File: src/rtl/evb_pkg.sv
package evb_pkg;
   // record type codes in bits 30:27 of a record-opening word
   typedef enum logic [3:0] {
      TAG_BHDR = 4'd0,
      TAG_BTRL = 4'd1,
      TAG_EHDR = 4'd2,
      TAG_TIME = 4'd3,
      TAG_WRAW = 4'd4
   } tag_e;

   typedef enum logic [2:0] {
      ST_WAIT,
      ST_BHDR,
      ST_EHDR,
      ST_TIME,
      ST_PAY,
      ST_TRL
   } st_e;

   localparam int WORD_W    = 32;
   localparam int SLOT_W    = 5;
   localparam int PIECE_W   = 24;
   localparam int NEVT_MAXW = 8;
   localparam int BNUM_MAXW = 10;
   localparam int ENUM_MAXW = 27;
   localparam int WCNT_MAXW = 22;
endpackage

File: src/rtl/evb_ctrl.sv
module evb_ctrl
   import evb_pkg::*;
#(
   parameter int LVL_W  = 8,
   parameter int BLKN_W = 10,
   parameter int EVN_W  = 27,
   parameter int WC_W   = 22,
   parameter int NPIECE = 2,
   localparam int PC_W  = (NPIECE > 1) ? $clog2(NPIECE) : 1
) (
   input  logic              clk,
   input  logic              rst_n,
   input  logic [LVL_W-1:0]  blk_level,
   input  logic              ev_valid,
   output logic              ev_ready,
   input  logic              pay_valid,
   input  logic              pay_last,
   output logic              pay_ready,
   input  logic              out_ready,
   output logic              out_valid,
   output st_e               st,
   output logic [PC_W-1:0]   piece,
   output logic [LVL_W-1:0]  lvl_q,
   output logic [BLKN_W-1:0] blk_num,
   output logic [EVN_W-1:0]  ev_num,
   output logic [WC_W-1:0]   wcnt
);
   localparam int LW1 = LVL_W + 1;
   localparam logic [PC_W-1:0] LAST_PIECE = PC_W'(NPIECE - 1);

   logic [LVL_W-1:0] evcnt;
   logic             fire;
   logic             blk_full;

   always_comb begin
      unique case (st)
         ST_WAIT: out_valid = 1'b0;
         ST_PAY:  out_valid = pay_valid;
         default: out_valid = 1'b1;
      endcase
   end

   assign fire      = out_valid & out_ready;
   assign pay_ready = (st == ST_PAY) & out_ready;
   assign ev_ready  = (st == ST_TIME) & (piece == LAST_PIECE) & out_ready;
   assign blk_full  = (LW1'(evcnt) + LW1'(1)) == LW1'(lvl_q);

   always_ff @(posedge clk or negedge rst_n) begin
      if (!rst_n) begin
         st      <= ST_WAIT;
         piece   <= '0;
         lvl_q   <= LVL_W'(1);
         evcnt   <= '0;
         blk_num <= '0;
         ev_num  <= EVN_W'(1);
         wcnt    <= '0;
      end else begin
         if (fire) wcnt <= (st == ST_TRL) ? '0 : wcnt + WC_W'(1);
         unique case (st)
            ST_WAIT: if (ev_valid) begin
               if (evcnt == '0) begin
                  lvl_q <= (blk_level == '0) ? LVL_W'(1) : blk_level;
                  st    <= ST_BHDR;
               end else begin
                  st <= ST_EHDR;
               end
            end
            ST_BHDR: if (fire) st <= ST_EHDR;
            ST_EHDR: if (fire) begin
               st    <= ST_TIME;
               piece <= '0;
            end
            ST_TIME: if (fire) begin
               if (piece == LAST_PIECE) begin
                  st     <= ST_PAY;
                  ev_num <= ev_num + EVN_W'(1);
               end else begin
                  piece <= piece + PC_W'(1);
               end
            end
            ST_PAY: if (fire && pay_last) begin
               evcnt <= evcnt + LVL_W'(1);
               st    <= blk_full ? ST_TRL : ST_WAIT;
            end
            ST_TRL: if (fire) begin
               blk_num <= blk_num + BLKN_W'(1);
               evcnt   <= '0;
               st      <= ST_WAIT;
            end
            default: st <= ST_WAIT;
         endcase
      end
   end
endmodule

File: src/rtl/evb_pack.sv
module evb_pack
   import evb_pkg::*;
#(
   parameter int TS_W   = 48,
   parameter int LVL_W  = 8,
   parameter int BLKN_W = 10,
   parameter int EVN_W  = 27,
   parameter int WC_W   = 22,
   localparam int NPIECE = TS_W / PIECE_W,
   localparam int PC_W   = (NPIECE > 1) ? $clog2(NPIECE) : 1
) (
   input  st_e               st,
   input  logic [PC_W-1:0]   piece,
   input  logic [SLOT_W-1:0] slot_id,
   input  logic [LVL_W-1:0]  lvl_q,
   input  logic [BLKN_W-1:0] blk_num,
   input  logic [EVN_W-1:0]  ev_num,
   input  logic [WC_W-1:0]   wcnt,
   input  logic [TS_W-1:0]   ev_time,
   input  logic [WORD_W-1:0] pay_data,
   output logic [WORD_W-1:0] word
);
   logic [PIECE_W-1:0] slices [NPIECE];

   for (genvar g = 0; g < NPIECE; g++) begin : g_slice
      assign slices[g] = ev_time[g*PIECE_W +: PIECE_W];
   end

   always_comb begin
      word = '0;
      unique case (st)
         ST_BHDR: begin
            word[31]           = 1'b1;
            word[30:27]        = TAG_BHDR;
            word[26:22]        = slot_id;
            word[10 +: LVL_W]  = lvl_q;
            word[0 +: BLKN_W]  = blk_num;
         end
         ST_EHDR: begin
            word[31]           = 1'b1;
            word[30:27]        = TAG_EHDR;
            word[0 +: EVN_W]   = ev_num;
         end
         ST_TIME: begin
            word[PIECE_W-1:0]  = slices[piece];
            if (piece == '0) begin
               word[31]        = 1'b1;
               word[30:27]     = TAG_TIME;
            end
         end
         ST_PAY:  word = pay_data;
         ST_TRL: begin
            word[31]           = 1'b1;
            word[30:27]        = TAG_BTRL;
            word[26:22]        = slot_id;
            word[0 +: WC_W]    = wcnt + WC_W'(1);
         end
         default: word = '0;
      endcase
   end
endmodule

File: src/rtl/evb_formatter.sv
module evb_formatter
   import evb_pkg::*;
#(
   parameter int TS_W   = 48,
   parameter int LVL_W  = 8,
   parameter int BLKN_W = 10,
   parameter int EVN_W  = 27,
   parameter int WC_W   = 22
) (
   input  logic              clk,
   input  logic              rst_n,
   input  logic [4:0]        slot_id,
   input  logic [LVL_W-1:0]  blk_level,
   input  logic              ev_valid,
   output logic              ev_ready,
   input  logic [TS_W-1:0]   ev_time,
   input  logic              pay_valid,
   output logic              pay_ready,
   input  logic [31:0]       pay_data,
   input  logic              pay_last,
   output logic              out_valid,
   input  logic              out_ready,
   output logic [31:0]       out_data
);
   localparam int NPIECE = TS_W / PIECE_W;
   localparam int PC_W   = (NPIECE > 1) ? $clog2(NPIECE) : 1;

   if (TS_W % PIECE_W != 0 || TS_W < PIECE_W) begin : g_bad_ts
      $error("TS_W must be a nonzero multiple of the slice width");
   end
   if (LVL_W > NEVT_MAXW || LVL_W < 1) begin : g_bad_lvl
      $error("LVL_W does not fit its header field");
   end
   if (BLKN_W > BNUM_MAXW || EVN_W > ENUM_MAXW || WC_W > WCNT_MAXW) begin : g_bad_fld
      $error("counter width exceeds its word field");
   end

   st_e               st;
   logic [PC_W-1:0]   piece;
   logic [LVL_W-1:0]  lvl_q;
   logic [BLKN_W-1:0] blk_num;
   logic [EVN_W-1:0]  ev_num;
   logic [WC_W-1:0]   wcnt;

   evb_ctrl #(
      .LVL_W(LVL_W), .BLKN_W(BLKN_W), .EVN_W(EVN_W), .WC_W(WC_W), .NPIECE(NPIECE)
   ) u_ctrl (
      .clk(clk), .rst_n(rst_n), .blk_level(blk_level),
      .ev_valid(ev_valid), .ev_ready(ev_ready),
      .pay_valid(pay_valid), .pay_last(pay_last), .pay_ready(pay_ready),
      .out_ready(out_ready), .out_valid(out_valid),
      .st(st), .piece(piece), .lvl_q(lvl_q), .blk_num(blk_num),
      .ev_num(ev_num), .wcnt(wcnt)
   );

   evb_pack #(
      .TS_W(TS_W), .LVL_W(LVL_W), .BLKN_W(BLKN_W), .EVN_W(EVN_W), .WC_W(WC_W)
   ) u_pack (
      .st(st), .piece(piece), .slot_id(slot_id), .lvl_q(lvl_q),
      .blk_num(blk_num), .ev_num(ev_num), .wcnt(wcnt),
      .ev_time(ev_time), .pay_data(pay_data), .word(out_data)
   );
endmodule

File: config.mk
export PLATFORM = sky130hd
export DESIGN_NAME = evb_formatter
export DESIGN_NICKNAME = d
export VERILOG_FILES = /design/src/rtl/evb_pkg.sv /design/src/rtl/evb_ctrl.sv /design/src/rtl/evb_pack.sv /design/src/rtl/evb_formatter.sv
export SDC_FILE = /design/constraint.sdc
export NUM_CORES = 1
export LEC_CHECK = 0
export BUFFER_PORTS_ARGS = -buffer_cell sky130_fd_sc_hd__buf_2
export CAP_MARGIN = 20
export CORE_MARGIN = 1.5
export CORE_UTILIZATION = 50
export DETAILED_ROUTE_END_ITERATION = 16
export GPL_TIMING_DRIVEN = 0
export PLACE_DENSITY = 0.78
export SETUP_SLACK_MARGIN = 0.4
export SYNTH_ARGS = -nofsm -noshare
export SYNTH_HDL_FRONTEND = slang
export SYNTH_SLANG_ARGS = --single-unit
File: constraint.sdc
create_clock -name clk -period 1.8 [get_ports clk]
set_clock_uncertainty 0.2 [all_clocks]
set_input_delay 0.18 -clock clk [delete_from_list [all_inputs] [get_ports clk]]
set_output_delay 0.18 -clock clk [all_outputs]
set_load 0.05 [all_outputs]
==> results of run 1 <==
-- kinds of logic after synthesis --
family | synth area share
and+or+nand+nor | 0.238
xor gates and xnor gates | 0.0948
buffers and inverters | 0.0393
muxes | 0.0670
DFF | 0.351
AOI/OAI and AO/OA | 0.196
adders and majority gates | 0.0133
-- synth_stat cells, types with 15 or more instances --
cell type / number / area share
nand2_1: 71 / 0.047
and3_1: 15 / 0.017
o22ai_1: 19 / 0.021
dfrtp_1: 77 / 0.34
buf_2: 18 / 0.016
o21ai_0: 34 / 0.030
mux2i_1: 25 / 0.044
a21oi_1: 55 / 0.049
a22oi_1: 23 / 0.031
nand3_1: 31 / 0.028
clkbuf_1: 19 / 0.013
xor2_1: 22 / 0.034
xnor2_1: 39 / 0.061
o31ai_1: 15 / 0.020
nor2_1: 78 / 0.052
-- metrics by stage --
| step | instances | setup slack (ns) | cell area [µm²] | utilization | setup TNS (ns) |
|---|---|---|---|---|---|
| after floorplan | 670 | -0.356 | 6610 | - | -6.70 |
| after global placement | 943 | -0.690 | 7450 | 0.681 | -37.02 |
| after detailed placement | 944 | -0.757 | 7480 | 0.684 | -18.34 |
| after CTS | 1062 | -0.860 | 9750 | 0.892 | -24.83 |
-- timing repair --
item | 4_1_cts
hold buffers | 10
resized for setup | 269
pin swaps | 86
buffers inserted | 84
hold endpoints to repair | 89
setup endpoints to repair | 114
gates cloned | 8
==> results_dict.tcl, run 1 <==
set metrics [dict create \
    io_pins 134 \
    cts.sinks 79 \
    syn-num-nets 775 \
    failed_stage "5_1_grt" \
    dp_hpwl_mm 14.7 \
    synth-seq-cells 79 \
    worst-ep-kind "output port" \
    synth_area_per_cell_um2 8.41 \
    synth_edf_count 0 \
    synth_flop_cell "dfrtp_1" \
    num_rows 38 \
    ys_async_sr_fraction 1.00 \
    netlist_area_um2 5640 \
    firstError "[ERROR DPL-0038] Utilization greater than 100%, impossible to legalize" \
    cts_root_buf "clkbuf_16" \
    synth.distinct_cells 57 \
    start_util 0.515 \
    outcome "did not finish" \
    grt_worst_setup_endpoint "out_data[21]" \
    yosysWarnings 0 \
    cts_buffers 9 \
    ys_seq_area_frac 0.351 \
    htree_levels 3 \
    synthCells 670 \
    portBuffers 133 \
    clockBufferDepth 2 \
    grt_max_degree 53 \
    die-width_um 109 \
    fp.dieH_um 109 \
    gp_congestion 0.919 \
]
==> run 2: changes to the inputs <==
--- a/config.mk
+++ b/config.mk
@@ -8,11 +8,10 @@
 export BUFFER_PORTS_ARGS = -buffer_cell sky130_fd_sc_hd__buf_2
 export CAP_MARGIN = 20
 export CORE_MARGIN = 1.5
-export CORE_UTILIZATION = 50
+export CORE_UTILIZATION = 40
 export DETAILED_ROUTE_END_ITERATION = 16
 export GPL_TIMING_DRIVEN = 0
-export PLACE_DENSITY = 0.78
-export SETUP_SLACK_MARGIN = 0.4
+export PLACE_DENSITY_LB_ADDON = 0.15
 export SYNTH_ARGS = -nofsm -noshare
 export SYNTH_HDL_FRONTEND = slang
 export SYNTH_SLANG_ARGS = --single-unit
==> constraint.sdc (replaced) <==
create_clock -name clk -period 2.3 [get_ports clk]
set_clock_uncertainty 0.2 [all_clocks]
set_input_delay 0.23 -clock clk [delete_from_list [all_inputs] [get_ports clk]]
set_output_delay 0.23 -clock clk [all_outputs]
set_load 0.05 [all_outputs]
==> run 2 against run 1 <==
Net effect: the flow now finishes, with violations (negative setup slack); area after synthesis did not move; synthesized cell count stayed put.
==> results_dict.tcl, run 2 <==
set metrics [dict create \
    outcome "finished with violations" \
    violations "negative setup slack" \
    gp_congestion 0.949 \
    grt_usage 0.287 \
    synth_area_leaders "dfrtp_1 (34%), xnor2_1 (6.1%), nor2_1 (5.2%), a21oi_1 (4.9%), nand2_1 (4.7%)" \
    die-width_um 122 \
    ff_latch_area_um2 2000 \
    dieArea_um2 14800 \
    hold_class "in -> reg" \
    holdPathEnd "u_ctrl.evcnt[4]$_DFFE_PN0P_" \
    cts.sinks 79 \
    setup_ws_ns -0.422 \
    yosys.area_share.simple 0.238 \
    top_register "u_ctrl.ev_num" \
    hold_viol_final 0 \
    synth_common_cells "nor2_1 (78), dfrtp_1 (77), nand2_1 (71), a21oi_1 (55), xnor2_1 (39)" \
    num_rows 43 \
    vias 6422 \
    post-route-period-util 1.18 \
    antenna_cells 0 \
    synth_flop_cell "dfrtp_1" \
    nets 1004 \
    synth_most_common_cell "nor2_1" \
    synthAdderAreaFrac 0.0133 \
    reg2reg_slack_ns 0.07 \
    syn-num-nets 775 \
    rsz0062_at_grt "yes" \
    ys_seq_area_frac 0.351 \
    start_util 0.408 \
    criticalPathCategory "reg -> out" \
    synth-xor-area-share 0.0948 \
    design_area_um2 8850 \
    viasPerCell 5.92 \
    dpl_cell_area_um2 6670 \
    clk_pin_slew_worst_paths_ns 0.07 \
    grt_pass1_vias 5970 \
    crit_path_end_kind "output pin" \
    timing.final.max_slew_violations 0 \
    dp_hpwl_mm 14.8 \
    synth_edf_count 0 \
    layout_commonest_cell "buf_2" \
    clk_latency_ns 0.36 \
    fmax_mhz 367 \
    p_leak_uw 0.00387 \
    grt_pass1_wl_mm 31.8 \
    routed_wl_mm 22.3 \
    r2r_end "u_ctrl.wcnt[16]$_DFFE_PN0P_" \
    clockBufferDepth 2 \
    dr.first_iter.drc_count 810 \
    peakVddDrop_v 0.000618 \
    multi_input_area_um2 4190 \
    dr.pass1.iters 5 \
    io_pins 134 \
    hold_depth 3 \
    cp_max_fo 5 \
    start_kind "flip-flop" \
    wire_per_inst_um 20.6 \
    synth_compound_area_frac 0.196 \
    area_delta_synth_final_pct 57.0 \
    timing.rr.start "u_ctrl.st[0]$_DFFE_PN0P_" \
    placedCellCount 984 \
    largest_reg_flops 27 \
    cap_violations 0 \
    ys_async_sr_fraction 1.00 \
    synth_area_per_cell_um2 8.41 \
    period_minus_slack_ns 2.72 \
    slew_headroom 0.566 \
    worst_ep_arrival_time_ns 2.29 \
    worst_r2r_path_depth 8 \
    yosysTopAreaCellShare 0.342 \
    cts_tree "yes" \
    powerDensity_nw_per_um2 1090 \
    setup_viol 24 \
    synth.distinct_cells 57 \
    synthMuxAreaShare 0.0670 \
    layout_common_cells "buf_2 (104), buf_4 (75), nand2_1 (64), dfrtp_1 (64), nor2_1 (50)" \
    synth-seq-cells 79 \
    synthCells 670 \
    worst_slew_pin_slew_ns 0.648 \
    synth_top_family_by_area "simple AND/OR/NAND/NOR gates" \
    fin_cells 1084 \
    cts_buffers 9 \
    yosysWarnings 0 \
    reg.largest.list "u_ctrl.ev_num: 27 flops, u_ctrl.wcnt: 22 flops, u_ctrl.blk_num: 10 flops" \
    htree_levels 3 \
    ant_nets 0 \
    fp.dieH_um 122 \
    hp-start "pay_last" \
    drive_gt1_frac 0.479 \
    worst_ep_required_time_ns 1.87 \
    antenna_found_initial 0 \
    core-area_um2 13800 \
    netlist_area_um2 5640 \
    fillers 1112 \
    grt_max_degree 42 \
    portBuffers 133 \
    cts_root_buf "clkbuf_16" \
    overflow 0 \
    drcViolationCount 0 \
    synth_top_cell_by_area "dfrtp_1" \
]
run 2: cell type report:
| class | instances | area share |
|---|---|---|
| multi-input combinational | 541 | 0.473 |
| sequential | 79 | 0.226 |
| timing repair buffer | 223 | 0.190 |
| buffer | 37 | 0.0458 |
| clock buffer | 13 | 0.0305 |
| tap | 180 | 0.0255 |
| inverter | 8 | 0.00509 |
| clock inverter | 3 | 0.00453 |
run 2: cell families (layout without fill, tap and decap cells):
group	count (synthesis)	after routing
AOI/OAI and AO/OA	182	182
muxes	34	34
and+or+nand+nor	258	258
buffers and inverters	50	284
DFF	79	79
adders and majority gates	6	6
xor gates and xnor gates	61	61
run 2: worst max path at each step:
stage	start	endpoint	slack [ns]	cells after the start
2_1_floorplan	u_ctrl.st[0]$_DFFE_PN0P_	out_data[3]	-0.11	8
5_1_grt	u_ctrl.wcnt[17]$_DFFE_PN0P_	out_data[19]	-0.52	8
6_report	u_ctrl.wcnt[17]$_DFFE_PN0P_	out_data[19]	-0.42	8
4_1_cts	u_ctrl.wcnt[7]$_DFFE_PN0P_	out_data[21]	-0.30	8
3_5_place_dp	u_ctrl.st[2]$_DFFE_PN0P_	out_data[8]	-0.73	8
3_3_place_gp	u_ctrl.st[2]$_DFFE_PN0P_	out_data[0]	-0.72	8
run 2: timing repair:
action	4_1_cts	5_1_grt
pin swaps	23	50
endpoints found under the hold margin	47	0
gates resized for setup	181	125
endpoints found under the setup margin	34	43
setup buffers	38	39
gates cloned	0	3
hold buffers	9	0
run 2: worst max-delay path, stage by stage, from the launching register on:
cell and delay, ns:
dfrtp_1 0.48, nand2_1 0.17, nor4_4 0.34, buf_4 0.22, nand2_4 0.07, xnor2_2 0.15
a222oi_1 0.25, nor2_1 0.10, buf_6 0.16
run 2: per-layer routing:
| layer | share of wire | global-route usage | wire length [µm] | vias to the layer above |
|---|---|---|---|---|
| li1 | - | - | - | 2862 |
| met1 | 0.40 | 0.366 | 8810 | 3135 |
| met2 | 0.48 | 0.457 | 10700 | 350 |
| met3 | 0.082 | 0.0735 | 1820 | 75 |
| met4 | 0.044 | 0.132 | 985 | 0 |
| met5 | 0 | 0 | 0 | - |
run 2: through the flow:
step                worst slack (ns)  utilization  power [µW]  hold WS [ns]  TNS (ns)
global placement              -0.717        0.481        5920         0.267    -11.23
detailed placement            -0.732        0.482        5990        0.0559    -11.85
CTS                           -0.305        0.578        8510        0.0687     -3.85
floorplan                     -0.110            -        4830        -0.266     -1.57
global route                  -0.518        0.640       10000         0.118     -6.40
finish                        -0.422        0.640        9670        0.0846     -4.40
run 2: report_power, final:
group	total, µW	leakage, µW	internal, µW	switching, µW
Clock	1540	0.000156	927	613
Combinational	6230	0.00267	2640	3600
Sequential	1900	0.00105	1590	302
Power figures use the tool's default switching activity.
==> run 3: changes to the inputs <==
--- a/config.mk
+++ b/config.mk
@@ -5,6 +5,7 @@
 export SDC_FILE = /design/constraint.sdc
 export NUM_CORES = 1
 export LEC_CHECK = 0
+export ABC_AREA = 1
 export BUFFER_PORTS_ARGS = -buffer_cell sky130_fd_sc_hd__buf_2
 export CAP_MARGIN = 20
 export CORE_MARGIN = 1.5
==> run 3 against run 2 <==
Net effect: critical path type unchanged; non-clock buffer count fell by 32; total power rose by 14%; sequential cell count did not move; global-route usage rose by 1.6 points; wire length rose by 0.88%; the flow still finishes with violations (negative setup slack); worst hold slack got worse by 0.058 ns; register-to-register slack got worse by 0.20 ns.
==> results_dict.tcl, run 3 <==
set metrics [dict create \
    num_rows 42 \
    post-route-period-util 1.10 \
    ys_async_sr_fraction 1.00 \
    overflow 0 \
    critPathMaxStageDelay_ns 0.39 \
    cts_tree "yes" \
    synth_common_cells "nand2_1 (208), inv_1 (104), dfrtp_1 (77), nand3_1 (70), nor2_1 (64)" \
    cp_max_fo 7 \
    setup_ws_ns -0.230 \
    start_kind "flip-flop" \
    largest_reg_flops 27 \
    area_delta_synth_final_pct 53.2 \
    synth.distinct_cells 40 \
    synthCells 798 \
    period_minus_slack_ns 2.53 \
    reg.largest.list "u_ctrl.ev_num: 27 flops, u_ctrl.wcnt: 22 flops, u_ctrl.blk_num: 10 flops" \
    worst_slew_pin_slew_ns 0.393 \
    cp.buffers_inverters 4 \
    die-width_um 121 \
    synth_top_cell_by_area "dfrtp_1" \
    layout_commonest_cell "nand2_1" \
    p_leak_uw 0.00394 \
    rsz0062_at_grt "yes" \
    synth_area_per_cell_um2 6.93 \
    clk_latency_ns 0.36 \
    grt_max_degree 68 \
    fmax_mhz 395 \
    criticalPathCategory "reg -> out" \
    hold_viol_final 0 \
    worst_path_max_delay_cell "dfrtp_1" \
    antenna_found_initial 0 \
    syn-num-nets 903 \
    grt_pass1_wl_mm 33.3 \
    powerDensity_nw_per_um2 1300 \
    cap_violations 0 \
    slew_headroom 0.735 \
    dr.pass1.iters 6 \
    fp.dieH_um 121 \
    cts_root_buf "clkbuf_16" \
    core-area_um2 13300 \
    dieArea_um2 14500 \
    worst_ep_arrival_time_ns 2.10 \
    netlist_area_um2 5530 \
    routed_wl_mm 22.5 \
    antenna_cells 0 \
    dp_hpwl_mm 15.1 \
    drcViolationCount 0 \
    peakVddDrop_v 0.000606 \
    timing.final.max_slew_violations 0 \
    vias 6638 \
    layout_common_cells "nand2_1 (189), buf_2 (101), inv_1 (93)" \
    synth_edf_count 0 \
    yosysTopAreaCellShare 0.349 \
    io_pins 134 \
    drive_gt1_frac 0.363 \
    portBuffers 133 \
    crit_path_end_kind "output pin" \
    clockBufferDepth 2 \
    synth_area_leaders "dfrtp_1 (35%), nand2_1 (14%), inv_1 (7.1%), nand3_1 (6.3%), xor2_1 (4.8%)" \
    setup_viol 37 \
    synth_flop_cell "dfrtp_1" \
    clk_pin_slew_worst_paths_ns 0.07 \
    cts_buffers 9 \
    cts.sinks 79 \
    path_cells "buf_6 -> buf_4 -> nor2_4 -> nand2_4 -> buf_8 -> o22ai_4 -> a21oi_1 -> a31oi_2 -> buf_6" \
    violations "negative setup slack" \
    crit_family "buffers and inverters" \
    htree_levels 3 \
    outcome "finished with violations" \
    worst_ep_required_time_ns 1.87 \
    viasPerCell 5.55 \
    final_util 0.634 \
    dr.first_iter.drc_count 537 \
    top_register "u_ctrl.ev_num" \
    start_util 0.414 \
    gp_congestion 0.924 \
    nets 1121 \
    synth_most_common_cell "nand2_1" \
    ys_seq_area_frac 0.358 \
    hold_class "in -> reg" \
    finalPower_uw 11000 \
    grt_usage 0.303 \
    path_common_cell "buf_6" \
    yosysWarnings 0 \
    synth-seq-cells 79 \
    wire_per_inst_um 18.8 \
    fillers 1180 \
    grt_pass1_vias 6381 \
    ant_nets 0 \
]
-- run 3: logic make-up (layout without fill, tap and decap cells) --
family | Yosys count | count (layout) | synth area share
AO/OA/AOI/OAI | 147 | 147 | 0.159
XOR/XNOR | 37 | 37 | 0.0586
AND/OR/NAND/NOR | 401 | 401 | 0.322
flip-flops | 79 | 79 | 0.358
buffers and inverters | 128 | 351 | 0.0892
adder cells (fa/ha/maj) | 6 | 6 | 0.0136
-- run 3: tightest hold or removal path: stages --
cell     delay, ns
buf_2         0.15
nand2_2       0.13
xor2_1        0.08
-- run 3: where the power goes --
group / internal [µW] / total (µW) / switching [µW]
Sequential: 1790 / 2240 / 453
Combinational: 2720 / 7250 / 4530
Clock: 857 / 1550 / 689
Total: 5370 / 11000 / 5670
-- run 3: metrics by stage --
step / setup TNS [ns] / hold slack (ns) / cell area, µm² / instances / worst slack [ns]
2_1_floorplan: -3.38 / -0.266 / 5600 / 798 / -0.299
3_3_place_gp: -14.20 / 0.256 / 6480 / 1107 / -0.675
3_5_place_dp: -14.08 / -0.0887 / 6510 / 1108 / -0.664
4_1_cts: -4.30 / 0.00201 / 8070 / 1181 / -0.205
5_1_grt: -8.05 / 0.0282 / 8470 / 1197 / -0.313
6_report: -5.07 / 0.0263 / 8470 / 1197 / -0.230
-- run 3: final cells by class --
class	count	area, µm²	share of cell area
clock buffer	9	225	0.0266
tap	176	220	0.0260
sequential	79	1990	0.234
clock inverter	7	80.1	0.00946
buffer	20	240	0.0284
timing repair buffer	208	1560	0.185
inverter	107	422	0.0498
multi-input combinational	591	3730	0.441
-- run 3: path summary, 6_finish.rpt --
kind | to | start | depth (start not counted) | slack [ns]
worst max-delay path | out_data[12] | u_ctrl.st[1]$_DFFE_PN0P_ | 9 | -0.23
worst min-delay path | u_ctrl.ev_num[0]$_DFFE_PN1P_ | out_ready | 3 | 0.03
worst max register to register | u_ctrl.ev_num[11]$_DFFE_PN0P_ | u_ctrl.st[0]$_DFFE_PN0P_ | 11 | -0.13
worst min register to register | u_ctrl.blk_num[5]$_DFFE_PN0P_ | u_ctrl.blk_num[5]$_DFFE_PN0P_ | 1 | 0.31
max in group asynchronous | u_ctrl.ev_num[0]$_DFFE_PN1P_ | rst_n | 3 | 1.17
min in group asynchronous | u_ctrl.wcnt[5]$_DFFE_PN0P_ | rst_n | 2 | 0.07
-- run 3: timing repair --
action                                  4_1_cts  5_1_grt
hold buffers                                  9        0
hold endpoints to repair                     85        0
cloned                                        5        0
gates resized for setup                     208       87
endpoints found under the setup margin       46       69
setup buffers                                43       20
pin swaps                                    40       28
-- run 3: per-layer routing --
layer	wire, µm	track usage	vias up
met5	0	0	-
met4	895	0.147	0
met3	1510	0.0623	71
met2	11200	0.522	289
met1	8900	0.359	3165
li1	-	-	3113
